[src/rtl/timing_loop_filter.sv]
module timing_loop_filter #(
  parameter int EW = 16
) (
  input  logic                 clk,
  input  logic                 rst_n,
  input  logic signed [EW-1:0] err_in,
  input  logic                 err_valid,
  input  logic                 lock_in,
  input  logic                 freeze,
  input  logic                 cfg_we,
  input  logic [2:0]           cfg_addr,
  input  logic [31:0]          cfg_wdata,
  output logic signed [31:0]   freq_out,
  output logic                 freq_valid,
  output logic signed [31:0]   lag_acc
);
  localparam int XW = 40;
  localparam logic signed [XW-1:0] SMAX = XW'(64'sh7FFFFFFF);
  localparam logic signed [XW-1:0] SMIN = -XW'(64'sh80000000);

  logic [31:0]        gain_acq, gain_trk, ctrl;
  logic signed [31:0] lim_hi, lim_lo;

  function automatic logic signed [XW-1:0] gscale(input logic signed [EW-1:0] v,
                                                  input logic [3:0] m, input logic [4:0] e);
    logic signed [XW-1:0] x, mm, p;
    x  = {{(XW-EW){v[EW-1]}}, v};
    mm = {{(XW-4){1'b0}}, m};
    p  = x + ((x * mm) >>> 4);
    return p >>> (6'd32 - {1'b0, e});
  endfunction

  wire                 preload = cfg_we && cfg_addr == 3'd4;
  wire                 use_trk = ctrl[0] ? lock_in : ctrl[1];
  wire [31:0]          gain    = use_trk ? gain_trk : gain_acq;
  wire signed [EW-1:0] err_eff = freeze ? '0 : err_in;

  wire signed [XW-1:0] lag_term  = gscale(err_eff, gain[3:0], gain[8:4]);
  wire signed [XW-1:0] lead_term = gscale(err_eff, gain[19:16], gain[24:20]);
  wire signed [XW-1:0] acc_sum   = {{(XW-32){lag_acc[31]}}, lag_acc} + lag_term;
  wire signed [XW-1:0] hi_x      = {{(XW-32){lim_hi[31]}}, lim_hi};
  wire signed [XW-1:0] lo_x      = {{(XW-32){lim_lo[31]}}, lim_lo};

  logic signed [XW-1:0] acc_lim, out_sum;
  always_comb begin
    if (acc_sum > hi_x)      acc_lim = hi_x;
    else if (acc_sum < lo_x) acc_lim = lo_x;
    else                     acc_lim = acc_sum;
    out_sum = acc_lim + lead_term;
  end

  wire signed [31:0] out_sat = (out_sum > SMAX) ? 32'sh7FFFFFFF :
                               (out_sum < SMIN) ? 32'sh80000000 : out_sum[31:0];

  always_ff @(posedge clk) begin
    if (!rst_n) begin
      gain_acq <= '0;
      gain_trk <= '0;
      ctrl     <= '0;
      lim_hi   <= 32'sh7FFFFFFF;
      lim_lo   <= 32'sh80000000;
    end else if (cfg_we) begin
      case (cfg_addr)
        3'd0: gain_acq <= cfg_wdata;
        3'd1: gain_trk <= cfg_wdata;
        3'd2: lim_hi   <= cfg_wdata;
        3'd3: lim_lo   <= cfg_wdata;
        3'd5: ctrl     <= cfg_wdata;
        default: ;
      endcase
    end
  end

  always_ff @(posedge clk) begin
    if (!rst_n) begin
      lag_acc    <= '0;
      freq_out   <= '0;
      freq_valid <= 1'b0;
    end else begin
      freq_valid <= err_valid && !preload;
      if (preload) begin
        lag_acc <= cfg_wdata;
      end else if (err_valid) begin
        lag_acc  <= acc_lim[31:0];
        freq_out <= out_sat;
      end
    end
  end

  assert_preload_R8: assert property (@(posedge clk) disable iff (!rst_n)
    preload |=> (lag_acc == $past(cfg_wdata)) && !freq_valid);

  assert_idle_hold_R3: assert property (@(posedge clk) disable iff (!rst_n)
    (!err_valid && !preload) |=> $stable(lag_acc) && !freq_valid);

  assert_in_window_R4: assert property (@(posedge clk) disable iff (!rst_n)
    (err_valid && !cfg_we && lim_lo <= lim_hi) |=> (lag_acc <= lim_hi) && (lag_acc >= lim_lo));

  assert_freeze_out_R7: assert property (@(posedge clk) disable iff (!rst_n)
    (err_valid && freeze && !cfg_we) |=> freq_out == lag_acc);

  assert_strobe_R5: assert property (@(posedge clk) disable iff (!rst_n)
    (err_valid && !cfg_we) |=> freq_valid);

  assert_one_pulse_R5: assert property (@(posedge clk) disable iff (!rst_n)
    (freq_valid && !$past(err_valid)) |-> 1'b0);
endmodule

[config.mk]
export PLATFORM = sky130hd
export DESIGN_NAME = timing_loop_filter
export DESIGN_NICKNAME = d
export VERILOG_FILES = /design/src/rtl/timing_loop_filter.sv
export SDC_FILE = /design/constraint.sdc
export NUM_CORES = 1
export LEC_CHECK = 0
export BUFFER_PORTS_ARGS = -buffer_cell sky130_fd_sc_hd__buf_4
export CORE_ASPECT_RATIO = 1.75
export CORE_MARGIN = 1.5
export CORE_UTILIZATION = 30
export CTS_CLUSTER_SIZE = 10
export DETAILED_ROUTE_END_ITERATION = 8
export PLACE_DENSITY = 0.52
export SETUP_SLACK_MARGIN = 0.05
export SLEW_MARGIN = 10
export SYNTH_ARGS = -nofsm -noshare
export SYNTH_HDL_FRONTEND = slang
export SYNTH_SLANG_ARGS = --single-unit
[constraint.sdc]
create_clock -name clk -period 20.2 [get_ports clk]
set_input_delay 0 -clock clk [delete_from_list [all_inputs] [get_ports clk]]
set_output_delay 0 -clock clk [all_outputs]
set_load 0.005 [all_outputs]
==> results of run 1 <==
final cells by class:
type	instances	area share, %
Multi-Input combinational cell	2309	68.1
Tap cell	917	4.74
Inverter	286	4.44
Sequential cell	167	13.8
Clock buffer	17	1.76
Clock inverter	15	0.739
Timing Repair Buffer	195	6.46
metrics by stage:
stage	cell area (µm²)	util, %
after floorplan	21300	-
after detailed placement	23200	32.9
final	24200	34.3
after global placement	23200	32.9
after CTS	24200	34.3
after global routing	24200	34.3
flip-flops by register name, summed over array words and instances (netlist names):
signal and flops:
ctrl 2, freq_out 32, freq_valid 1, gain_acq 18, gain_trk 18, lag_acc 32
lim_hi 32, lim_lo 32
worst max-delay path, delay by kind of cell (launching register included):
| kind | cells | cell delay [ps] |
|---|---|---|
| AOI/OAI and AO/OA | 39 | 8830 |
| and+or+nand+nor | 15 | 3280 |
| adders and majority gates | 8 | 3150 |
| buffers and inverters | 7 | 1650 |
| muxes | 4 | 1190 |
| DFF | 1 | 390 |
| xor gates and xnor gates | 1 | 160 |
placed cells by master, fill, tap and decap left out, types with 76 or more instances in the layout:
| cell type | instances |
|---|---|
| sky130_fd_sc_hd__nand2_1 | 347 |
| sky130_fd_sc_hd__nor2_1 | 281 |
| sky130_fd_sc_hd__ha_1 | 260 |
| sky130_fd_sc_hd__mux2i_1 | 76 |
| sky130_fd_sc_hd__a21oi_1 | 247 |
| sky130_fd_sc_hd__buf_4 | 155 |
| sky130_fd_sc_hd__dfxtp_1 | 167 |
| sky130_fd_sc_hd__inv_1 | 282 |
| sky130_fd_sc_hd__xnor2_1 | 77 |
| sky130_fd_sc_hd__o21ai_0 | 145 |
power by group:
part / switching [W] / internal (W) / total, W
Sequential: 0.0000556 / 0.000382 / 0.000438
Combinational: 0.00105 / 0.000657 / 0.00171
Clock: 0.000179 / 0.000167 / 0.000346
Total: 0.00128 / 0.00121 / 0.00249
kinds of logic after synthesis:
kind of cell | after synthesis | share of synthesized area (%)
mux | 101 | 5.11
compound gates | 810 | 25.2
flops | 167 | 15.7
simple gates | 965 | 20.6
buf+inv | 404 | 7.30
fa+ha+maj | 330 | 21.8
xor+xnor | 103 | 4.34
path summary, 6_finish.rpt:
kind	startpoint	end	slack, ps	cells past startpoint
worst max-delay path	ctrl[0]	freq_out[6]	1370	74
worst min-delay path	cfg_addr[1]	ctrl[0]	60	5
worst max register to register	ctrl[0]	freq_out[6]	1370	74
worst min register to register	gain_acq[19]	gain_acq[19]	460	2
metal layers:
metal,routed length (µm),vias up
li1,-,10300
met1,28600,9759
met2,40500,441
met3,1810,194
met4,6230,0
met5,0,-
timing repair:
action                                  in CTS  in global routing
endpoints found under the hold margin      134                  0
endpoints found under the setup margin       0                 31
resized for setup                            0                  6
hold buffers                                40                  0
==> reports/qor.log, run 1 <==
[run_status] outcome completed
[routing] WL final 77100 µm
[logic_synthesis] main flop type after synthesis sky130_fd_sc_hd__dfxtp_1
[floorplanning] total number of placement rows 129
[logic_synthesis] most frequent cells after synthesis sky130_fd_sc_hd__nand2_1 (348), sky130_fd_sc_hd__nor2_1 (285), sky130_fd_sc_hd__inv_1 (282)
[floorplanning] die height 356 µm
[global_routing] GRT Overall Usage 21.1%
[power_and_ir_drop] total power divided by cell area 103 mW/mm²
[clock_network] clk sinks 167
[global_routing] residual overflow from global routing 0
[clock_network] clock-pin transition on the worst setup and hold timing paths 80 ps
[logic_synthesis] most frequent cell after synthesis sky130_fd_sc_hd__nand2_1
[routing] number of nets still failing antenna checks after routing 0
[worst_setup_path] CP Class reg2reg
[final_layout] number of nets in the final layout 3361
[logic_synthesis] main area contributors after synthesis sky130_fd_sc_hd__dfxtp_1 (16%), sky130_fd_sc_hd__ha_1 (15%), sky130_fd_sc_hd__fa_1 (6.4%), sky130_fd_sc_hd__nand2_1 (6.1%), sky130_fd_sc_hd__a21oi_1 (5.8%)
[job] max-cap violation count 0
[power_and_ir_drop] Leak 11.3 nW
[routing] Via-to-Cell Ratio 5.31
[worst_setup_path] required time of the worst setup path 20560 ps
[worst_setup_path] type of destination of the critical path flip-flop
[logic_synthesis] number of nets produced by synthesis 3265
[routing] total iterations of the first detailed-routing run 7
[worst_setup_path] slowest cell delay on critical path 750 ps
[final_layout] Diodes inserted 0
[power_and_ir_drop] largest voltage drop on the vdd net 0.0635 mV
[sta] smallest hold slack 64.6 ps
[worst_setup_path] arrival time reported for the critical path endpoint 19190 ps
[sta] relative slew slack 28.4%
[clock_network] CTS buffer count 17
[sta] final count of pins violating max slew 0
[sta] crit share post-route 93.2%
[floorplanning] I/O pin count 122
[final_layout] layout cells sized above 1 9.17%
[final_layout] number of cells in the finished layout apart from fillers 3906
[power_and_ir_drop] power after layout 0.00249 W
[logic_synthesis] number of instances in the synthesized netlist 2880
[logic_synthesis] post-synth cell types 106
[sta] worst clock skew on the final layout 13.8 ps
[sta] final setup fails 0
[floorplanning] initial core utilization 30.2%
[sta] sum of negative setup slack 0 ps
[clock_network] level count of the clock H-tree 4
[routing] mean routed wirelength per cell 19.7 µm
[placed_design] number of port buffers 121
[routing] number of DRC markers in iteration 0 1155
[clock_network] CTS tree done
[worst_setup_path] sort of element at the start of the critical path flip-flop
[logic_synthesis] number of warnings reported in the yosys synthesis log 0
[placed_design] cell count after placement 3834
[global_routing] maximum number of pins on one net before global-route repair 63
[logic_synthesis] area share of the leading cell type in the synthesized netlist 15.7%
[worst_setup_path] Max Fanout on Critical Path 28
[global_routing] fraction of met3 tracks used by global routing 1.88%
[final_layout] filler instances 7534
[sta] final hold violation count 0
[floorplanning] die area 0.0727 mm²
[logic_synthesis] number of enable-type register cells in the synthesized netlist 0
[placed_design] GP Congestion 0.934
[logic_synthesis] cell accounting for the most synthesized area sky130_fd_sc_hd__dfxtp_1
[worst_setup_path] Most Frequent Cell on Critical Path sky130_fd_sc_hd__o21a_1
[final_layout] Layout Area Growth over Synthesis 13.6%
[global_routing] Most Crowded Layer GR met2
[global_routing] initial antenna violation count 0
[clock_network] Clock Latency Late Sink 490 ps
[routing] DR vias 20700
[global_routing] vias in the first global route 20600
[sta] measured slew at the worst slew-check pin 1060 ps
[sta] setup ws final 1370 ps
[logic_synthesis] Post-Syn Area per Cell 7.40 µm²
[clock_network] postcts setup bufs 0
[sta] maximum clock rate 53.1 MHz
[logic_synthesis] share of synthesized flip-flops with an asynchronous set or reset 0%
[logic_synthesis] sequential element share of the synthesized area 15.7%
[sta] time the final worst path needs with I/O delays and setup 18830 ps
[global_routing] met1 track utilization from global routing 21.0%
[sta] setup repair after global routing missed its margin false
[worst_setup_path] cell with the biggest individual delay on the critical path sky130_fd_sc_hd__nor4_1
[floorplanning] horizontal extent of the die 204 µm
[global_routing] met2 GRT Util 40.0%
[final_layout] area taken by flip-flops and latches 0.00334 mm²
[global_routing] first-pass GRT wire length 118000 µm
[placed_design] hpwl dp 62400 µm
[final_layout] area of the multi-input gates 0.0165 mm²
[clock_network] Clock Tree Root sky130_fd_sc_hd__clkbuf_16
[placed_design] worst-case setup slack after placement 811 ps
[routing] total DRC errors in the routed layout 0
[clock_network] deepest clock path buffer count 2
[worst_hold_path] min-delay worst type in2reg
[logic_synthesis] synthesis-stage register bit count 167
[floorplanning] Placeable Area 0.0705 mm²
[logic_synthesis] post-synthesis instance area 0.0213 mm²
Power figures use the tool's default switching activity.
==> run 2, diff against run 1 <==
- ABC_AREA: not set -> 1
- clock period: 20.2 -> 24.1 ns (I/O delays scaled with it)
==> run 2 against run 1 <==
Synthesized cell count increased by 17%. Fmax up 14%. Final area shrank 0.76%. Non-clock buffer count down 14. Clock power is 14% lower. Via count is 3.5% higher. Count of clock-buffer cells in the layout did not move. Final cell count rose by 12%. Clock skew grew 12 ps. Total power rose by 40%. Flip-flop and latch count unchanged.
==> reports/qor.log, run 2 <==
[logic_synthesis] number of enable-type register cells in the synthesized netlist 0 [unchanged]
[clock_network] deepest clock path buffer count 2 [unchanged]
[clock_network] postcts setup bufs 0 [unchanged]
[floorplanning] Placeable Area 0.0698 mm² [-1.0%]
[sta] final setup fails 0 [unchanged]
[logic_synthesis] most frequent cells after synthesis sky130_fd_sc_hd__nand2_1 (800), sky130_fd_sc_hd__inv_1 (532), sky130_fd_sc_hd__nor2_1 (353)
[final_layout] most frequent standard cell in the layout excluding fill and tap cells sky130_fd_sc_hd__nand2_1
[logic_synthesis] post-synth cell types 57 [-46%]
[final_layout] finished layout cell area 0.0240 mm² [-0.76%]
[power_and_ir_drop] largest voltage drop on the vdd net 0.0766 mV [+21%]
[worst_setup_path] sort of element at the start of the critical path flip-flop
[sta] relative slew slack 24.0% [-4.4 points]
[sta] measured slew at the worst slew-check pin 1140 ps [+74.1 ps]
[global_routing] initial antenna violation count 0 [unchanged]
[final_layout] number of nets in the final layout 3842 [+14%]
[sta] final count of pins violating max slew 0 [unchanged]
[routing] WL final 75200 µm [-2.6%]
[routing] total iterations of the first detailed-routing run 5 [-2]
[worst_setup_path] required time of the worst setup path 24480 ps [+3920 ps]
[placed_design] total cell area at the placement stage 0.0230 mm² [-0.95%]
[power_and_ir_drop] Leak 12.6 nW [+11%]
[floorplanning] total number of placement rows 128 [-0.78%]
[logic_synthesis] post-synthesis instance area 0.0212 mm² [-0.47%]
[clock_network] clock-pin transition on the worst setup and hold timing paths 80 ps [about the same]
[routing] number of DRC markers in iteration 0 934 [-19%]
[logic_synthesis] main area contributors after synthesis sky130_fd_sc_hd__dfxtp_1 (16%), sky130_fd_sc_hd__ha_1 (15%), sky130_fd_sc_hd__nand2_1 (14%), sky130_fd_sc_hd__inv_1 (9.4%), sky130_fd_sc_hd__fa_1 (6.4%)
[worst_setup_path] R2R cell count 97 [+31%]
[global_routing] GRT Overall Usage 21.0% [-0.051 points]
[logic_synthesis] Post-Syn Area per Cell 6.32 µm² [-15%]
[clock_network] Clock Tree Root sky130_fd_sc_hd__clkbuf_16
[sta] worst clock skew on the final layout 25.4 ps [+11.6 ps]
[clock_network] clk sinks 167 [unchanged]
[logic_synthesis] mux contribution to synthesized area 0.330% [-4.8 points]
[placed_design] number of port buffers 121 [unchanged]
[final_layout] commonest cells after routing, fill and taps aside sky130_fd_sc_hd__nand2_1 (800), sky130_fd_sc_hd__inv_1 (531), sky130_fd_sc_hd__nor2_1 (350)
[run_status] outcome completed
[logic_synthesis] simple-gate share of the synthesized area 28.1% [+7.4 points]
[worst_setup_path] arrival time reported for the critical path endpoint 16850 ps [-2340 ps]
[worst_setup_path] type of destination of the critical path flip-flop
[logic_synthesis] xor-xnor portion of the synthesized cell area 4.90% [+0.56 points]
[placed_design] GP Congestion 0.933 [-0.18%]
[global_routing] first-pass GRT wire length 117000 µm [-0.59%]
[worst_setup_path] Most Frequent Cell on Critical Path sky130_fd_sc_hd__nand2_1
[routing] mean routed wirelength per cell 17.2 µm [-13%]
[floorplanning] horizontal extent of the die 204 µm [-0.23%]
[logic_synthesis] largest family of logic cells by synthesized area simple AND/OR/NAND/NOR gates
[job] max-cap violation count 0 [unchanged]
[floorplanning] initial core utilization 30.4% [+0.16 points]
[placed_design] hpwl dp 61400 µm [-1.6%]
[worst_setup_path] cell with the biggest individual delay on the critical path sky130_fd_sc_hd__o21ai_2
[clock_network] Post-CTS Hold Buffers 44 [+10%]
[final_layout] Layout Area Growth over Synthesis 13.3%
[power_and_ir_drop] total power divided by cell area 145 mW/mm² [+41%]
[routing] Via-to-Cell Ratio 4.90 [-7.7%]
[worst_hold_path] min-delay worst type in2reg
[clock_network] CTS tree done
[sta] crit share post-route 68.3% [-25 points]
[global_routing] vias in the first global route 21700 [+5.2%]
[routing] number of nets still failing antenna checks after routing 0 [unchanged]
[routing] DR vias 21500 [+3.5%]
[sta] sum of negative setup slack 0 ps [unchanged]
[logic_synthesis] number of warnings reported in the yosys synthesis log 0 [unchanged]
[logic_synthesis] synthesis-stage register bit count 167 [unchanged]
[logic_synthesis] share of synthesized cell area in full adder, half adder and majority cells 21.8% [about the same]
[sta] setup repair after global routing missed its margin false
[worst_setup_path] slowest cell delay on critical path 880 ps [+130 ps]
[logic_synthesis] main flop type after synthesis sky130_fd_sc_hd__dfxtp_1
[worst_setup_path] Max Fanout on Critical Path 31 [+11%]
[clock_network] CTS buffer count 17 [unchanged]
[floorplanning] die area 0.0724 mm² [-0.46%]
[clock_network] post-CTS sizing 0 [unchanged]
[global_routing] residual overflow from global routing 0 [unchanged]
[sta] final hold violation count 0 [unchanged]
[floorplanning] I/O pin count 122 [unchanged]
[logic_synthesis] fraction of the mapped netlist area in compound gates 17.4% [-7.8 points]
[routing] total DRC errors in the routed layout 0 [unchanged]
[floorplanning] die height 355 µm [-0.23%]
[final_layout] filler instances 7890 [+4.7%]
[final_layout] layout cells sized above 1 7.09% [-2.1 points]
[worst_setup_path] CP Class reg2reg
[logic_synthesis] most frequent cell after synthesis sky130_fd_sc_hd__nand2_1
[worst_hold_path] number of cells traversed by the worst hold path 5 [unchanged]
[logic_synthesis] number of instances in the synthesized netlist 3356 [+17%]
[sta] time the final worst path needs with I/O delays and setup 16460 ps [-2370 ps]
[clock_network] Clock Latency Late Sink 500 ps [about the same]
[logic_synthesis] sequential element share of the synthesized area 15.8% [+0.074 points]
[logic_synthesis] cell accounting for the most synthesized area sky130_fd_sc_hd__dfxtp_1
[final_layout] Diodes inserted 0 [unchanged]
[logic_synthesis] number of nets produced by synthesis 3741 [+15%]
[sta] maximum clock rate 60.7 MHz [+14%]
[logic_synthesis] area share of the leading cell type in the synthesized netlist 15.8% [+0.074 points]
[global_routing] maximum number of pins on one net before global-route repair 80 [+27%]
[logic_synthesis] share of synthesized flip-flops with an asynchronous set or reset 0% [unchanged]
[clock_network] level count of the clock H-tree 4 [unchanged]
[run 2: cell types whose count changed after synthesis, sizes merged, moves of 41 or more]
cell and delta:
o21ai +61, nand2 +474, xnor2 -41, nor2 +72, a211oi -46, nand2b -49
inv +259, nand3 +143, nor3 -48, a21o -43, mux2i -74, xor2 +55
[run 2: worst max-delay path: cells and delay by family, from the launching register on]
family          cells  cell delay, ps
simple gates       56            6720
buf+inv            14            2030
xor+xnor            1             140
compound gates     16            3530
flops               1             350
fa+ha+maj          10            3510
[run 2: worst paths after layout]
kind                     from  slack, ps           end
setup reg to reg      ctrl[0]       7640  freq_out[13]
hold / removal    cfg_addr[2]         30       ctrl[0]
setup / recovery      ctrl[0]       7640  freq_out[13]
hold reg to reg   gain_trk[2]        460   gain_trk[2]
[run 2: layout make-up]
type / instances / area (µm²) / area share [%]
clock buffers: 17 / 425 / 1.77
clock inverters: 15 / 196 / 0.818
inverters: 549 / 2070 / 8.60
multi-input cells: 2541 / 15400 / 64.0
flip-flops and latches: 167 / 3340 / 13.9
well taps: 910 / 1140 / 4.74
repair buffers: 181 / 1470 / 6.11
[run 2: kinds of logic after synthesis]
group / Yosys count
adders and majority gates: 328
muxes: 7
xor gates and xnor gates: 117
buffers and inverters: 648
AOI/OAI and AO/OA: 649
and+or+nand+nor: 1440
DFF: 167
[run 2: stage by stage]
step | hold WS, ps | worst slack [ps] | power [W] | util, % | std cells
CTS | 5.71 | 7650 | 0.00351 | 34.4 | 4380
global placement | 240 | 8010 | 0.00320 | 32.9 | 4304
floorplan | 126 | 10890 | 0.00232 | - | 3356
finish | 30.3 | 7640 | 0.00349 | 34.4 | 4380
detailed placement | 248 | 7740 | 0.00319 | 32.9 | 4304
global route | 59.1 | 5860 | 0.00382 | 34.4 | 4380
[run 2: routing by layer]
metal / up-vias / GRT usage, % / wire, µm
met4: 0 / 17.3 / 6760
met2: 389 / 40.7 / 39900
met1: 9826 / 19.8 / 26800
met3: 206 / 1.77 / 1650
met5: - / 0 / 0
li1: 11000 / - / -
[run 2: power breakdown]
| part | switching [W] | leakage, nW | internal, W |
|---|---|---|---|
| sequential | 0.0000520 | 1.37 | 0.000328 |
| clock | 0.000147 | 0.304 | 0.000150 |
| combinational | 0.00192 | 10.9 | 0.000899 |
| total | 0.00211 | 12.6 | 0.00138 |
==> run 3, diff against run 2 <==
- ABC_AREA: 1 -> 0
- PLACE_DENSITY: 0.52 -> 0.54
- clock period: 24.1 -> 14.1 ns (I/O delays scaled with it)
==> run 3 against run 2 <==
The flow now finishes with violations (setup timing). Flip-flop and latch count unchanged. Clock skew is essentially flat. Sequential power rose by 64%. Core utilization is 8.3 points higher. Worst setup slack worse by 9100 ps. Fmax grew 6.1%. Final area rose by 25%. Non-clock buffer count is 597 higher. Die area rose by 0.46%. Via count increased by 9.6%. Register-to-register slack worse by 9100 ps. Largest power group unchanged.
==> reports/qor.log, run 3 (synthesized netlist as in run 1, its figures left out) <==
[run_status] outcome finished with violations
[run_status] violated checks setup timing
[final_layout] layout cells sized above 1 29.5% [+22 points]
[floorplanning] die height 356 µm [+0.23%]
[routing] number of nets still failing antenna checks after routing 0 [unchanged]
[sta] crit share post-route 110% [+42 points]
[floorplanning] die area 0.0727 mm² [+0.46%]
[sta] maximum clock rate 64.4 MHz [+6.1%]
[final_layout] commonest cells after routing, fill and taps aside sky130_fd_sc_hd__buf_4 (697), sky130_fd_sc_hd__nand2_1 (338), sky130_fd_sc_hd__inv_1 (273)
[global_routing] residual overflow from global routing 0 [unchanged]
[sta] final setup fails 32 [+32]
[floorplanning] I/O pin count 122 [unchanged]
[global_routing] initial antenna violation count 5 [+5]
[global_routing] first-pass GRT wire length 127000 µm [+8.5%]
[routing] total DRC errors in the routed layout 0 [unchanged]
[worst_setup_path] CP startpoint ctrl[0]
[placed_design] GP Congestion 0.915 [-1.9%]
[floorplanning] Placeable Area 0.0705 mm² [+1.0%]
[worst_setup_path] sort of element at the start of the critical path flip-flop
[routing] mean routed wirelength per cell 18.5 µm [+7.8%]
[sta] setup repair after global routing missed its margin true
[routing] number of DRC markers in iteration 0 1115 [+19%]
[worst_setup_path] Max Fanout on Critical Path 5 [-84%]
[power_and_ir_drop] total power divided by cell area 171 mW/mm² [+17%]
[routing] total iterations of the first detailed-routing run 5 [unchanged]
[job] max-cap violation count 0 [unchanged]
[worst_hold_path] min-delay worst type in2reg
[power_and_ir_drop] switching portion of total power 45.3% [-15 points]
[power_and_ir_drop] combinational cell fraction of total power 77.5% [-3.1 points]
[power_and_ir_drop] clock group share of total power 10.3% [+1.8 points]
[worst_setup_path] RR Startpoint ctrl[0]
[worst_hold_path] start point of the worst min-delay path err_valid
[clock_network] level count of the clock H-tree 4 [unchanged]
[power_and_ir_drop] internal power consumption 0.00282 W [+100%]
[power_and_ir_drop] net switching component of the power 0.00233 W [+10%]
[worst_setup_path] cell with the biggest individual delay on the critical path sky130_fd_sc_hd__fa_1
[sta] time the final worst path needs with I/O delays and setup 15520 ps [-941 ps]
[placed_design] hpwl dp 65700 µm [+6.9%]
[floorplanning] initial core utilization 30.2% [-0.16 points]
[power_and_ir_drop] part of the power in registers 12.1% [+1.2 points]
[sta] relative slew slack 23.3% [-0.66 points]
[sta] final hold violation count 0 [unchanged]
[worst_setup_path] type of destination of the critical path flip-flop
[worst_setup_path] CP Class reg2reg
[final_layout] Layout Area Growth over Synthesis 41.4%
[final_layout] most frequent standard cell in the layout excluding fill and tap cells sky130_fd_sc_hd__buf_4
[placed_design] number of port buffers 121 [unchanged]
[worst_setup_path] arrival time reported for the critical path endpoint 15910 ps [-940 ps]
[clock_network] Clock Latency Late Sink 510 ps [about the same]
[power_and_ir_drop] Leak 14.4 nW [+14%]
[placed_design] total cell area at the placement stage 0.0269 mm² [+17%]
[sta] final count of pins violating max slew 0 [unchanged]
[sta] measured slew at the worst slew-check pin 1150 ps [+11.5 ps]
[clock_network] deepest clock path buffer count 2 [unchanged]
[global_routing] GRT Overall Usage 22.6% [+1.5 points]
[routing] WL final 83100 µm [+11%]
[clock_network] clock-pin transition on the worst setup and hold timing paths 80 ps [about the same]
[power_and_ir_drop] largest voltage drop on the vdd net 0.0868 mV [+13%]
[clock_network] Clock Tree Root sky130_fd_sc_hd__clkbuf_16
[worst_setup_path] slowest cell delay on critical path 510 ps [-370 ps]
[final_layout] number of nets in the final layout 3948 [+2.8%]
[clock_network] CTS buffer count 17 [unchanged]
[final_layout] finished layout cell area 0.0301 mm² [+25%]
[floorplanning] horizontal extent of the die 204 µm [+0.23%]
[clock_network] CTS tree done
[sta] worst clock skew on the final layout 25.2 ps [-0.232 ps]
[routing] DR vias 23500 [+9.6%]
[clock_network] clk sinks 167 [unchanged]
[routing] Via-to-Cell Ratio 5.24 [+6.9%]
[sta] setup ws final -1420 ps [-9060 ps]
[global_routing] vias in the first global route 23800 [+9.7%]
[floorplanning] total number of placement rows 129 [+0.78%]
[placed_design] worst-case setup slack after placement -1890 ps [-9640 ps]
[global_routing] maximum number of pins on one net before global-route repair 63 [-21%]
[worst_setup_path] required time of the worst setup path 14480 ps [-10000 ps]
[worst_setup_path] Most Frequent Cell on Critical Path sky130_fd_sc_hd__buf_4
==> run 3: cell count changes in the layout (fill, tap and decap cells not counted), sizes merged, moves of 61 or more <==
cell   change
nand2    -474
nand3    -143
nor2      -69
inv      -261
o21ai     -61
buf      +599
mux2i     +74
==> run 3: power by group through the flow <==
stage | registers, W | clock network [W] | logic, W
finish | 0.000624 | 0.000531 | 0.00399
global route | 0.000631 | 0.000555 | 0.00428
CTS | 0.000626 | 0.000538 | 0.00368
detailed placement | 0.000636 | 0 | 0.00333
global placement | 0.000640 | 0 | 0.00332
floorplan | 0.000605 | 0 | 0.00167
==> run 3: timing repair <==
item	CTS	global route
endpoints found under the setup margin	32	32
pin swaps	83	77
gates cloned	4	4
gates resized for setup	133	148
buffers inserted	71	35
hold endpoints to repair	134	0
hold buffers	40	0
==> run 3: area by class of cell <==
cell class / instances / area, µm²
clock inverters: 15 / 201
diodes: 1 / 2.50
repair inverters: 1 / 7.51
well taps: 917 / 1150
flip-flops and latches: 167 / 3340
fillers: 7190 / 40400
inverters: 286 / 1090
repair buffers: 778 / 6150
clock buffers: 17 / 425
multi-input cells: 2312 / 17800
==> run 3: layer usage <==
layer | vias up | wire length [µm] | part of all wire [%] | global-route usage (%)
met5 | - | 56 | 0.067 | 0
met4 | 8 | 6710 | 8.1 | 17.1
met3 | 246 | 1930 | 2.3 | 2.19
met2 | 467 | 44900 | 54 | 43.7
met1 | 11300 | 29500 | 35 | 21.5
li1 | 11600 | - | - | -
==> run 3: path summary, 6_finish.rpt <==
kind / end / slack (ps) / cells past startpoint
max: freq_out[14] / -1420 / 91
min: lag_acc[25] / 20 / 3
max reg2reg: freq_out[14] / -1420 / 91
min reg2reg: gain_trk[5] / 460 / 2
==> run 3: metrics by stage <==
stage | power (W) | setup TNS (ps) | hold slack, ps | util [%] | instances
after floorplan | 0.00228 | -34610 | 124 | - | 2880
after global placement | 0.00396 | -56630 | 252 | 38.1 | 4307
after detailed placement | 0.00396 | -58870 | 258 | 38.1 | 4307
after CTS | 0.00485 | -41540 | 0.866 | 41.3 | 4454
after global routing | 0.00546 | -63930 | 58.3 | 42.7 | 4494
final | 0.00515 | -41370 | 20.9 | 42.7 | 4494
==> run 3: worst max-delay path: cells and delay by family (launching register included) <==
| family | cells | cell delay [ps] |
|---|---|---|
| AOI/OAI and AO/OA | 30 | 5100 |
| xor gates and xnor gates | 1 | 100 |
| adders and majority gates | 8 | 2700 |
| buffers and inverters | 35 | 4170 |
| DFF | 1 | 360 |
| muxes | 4 | 1220 |
| and+or+nand+nor | 13 | 1770 |
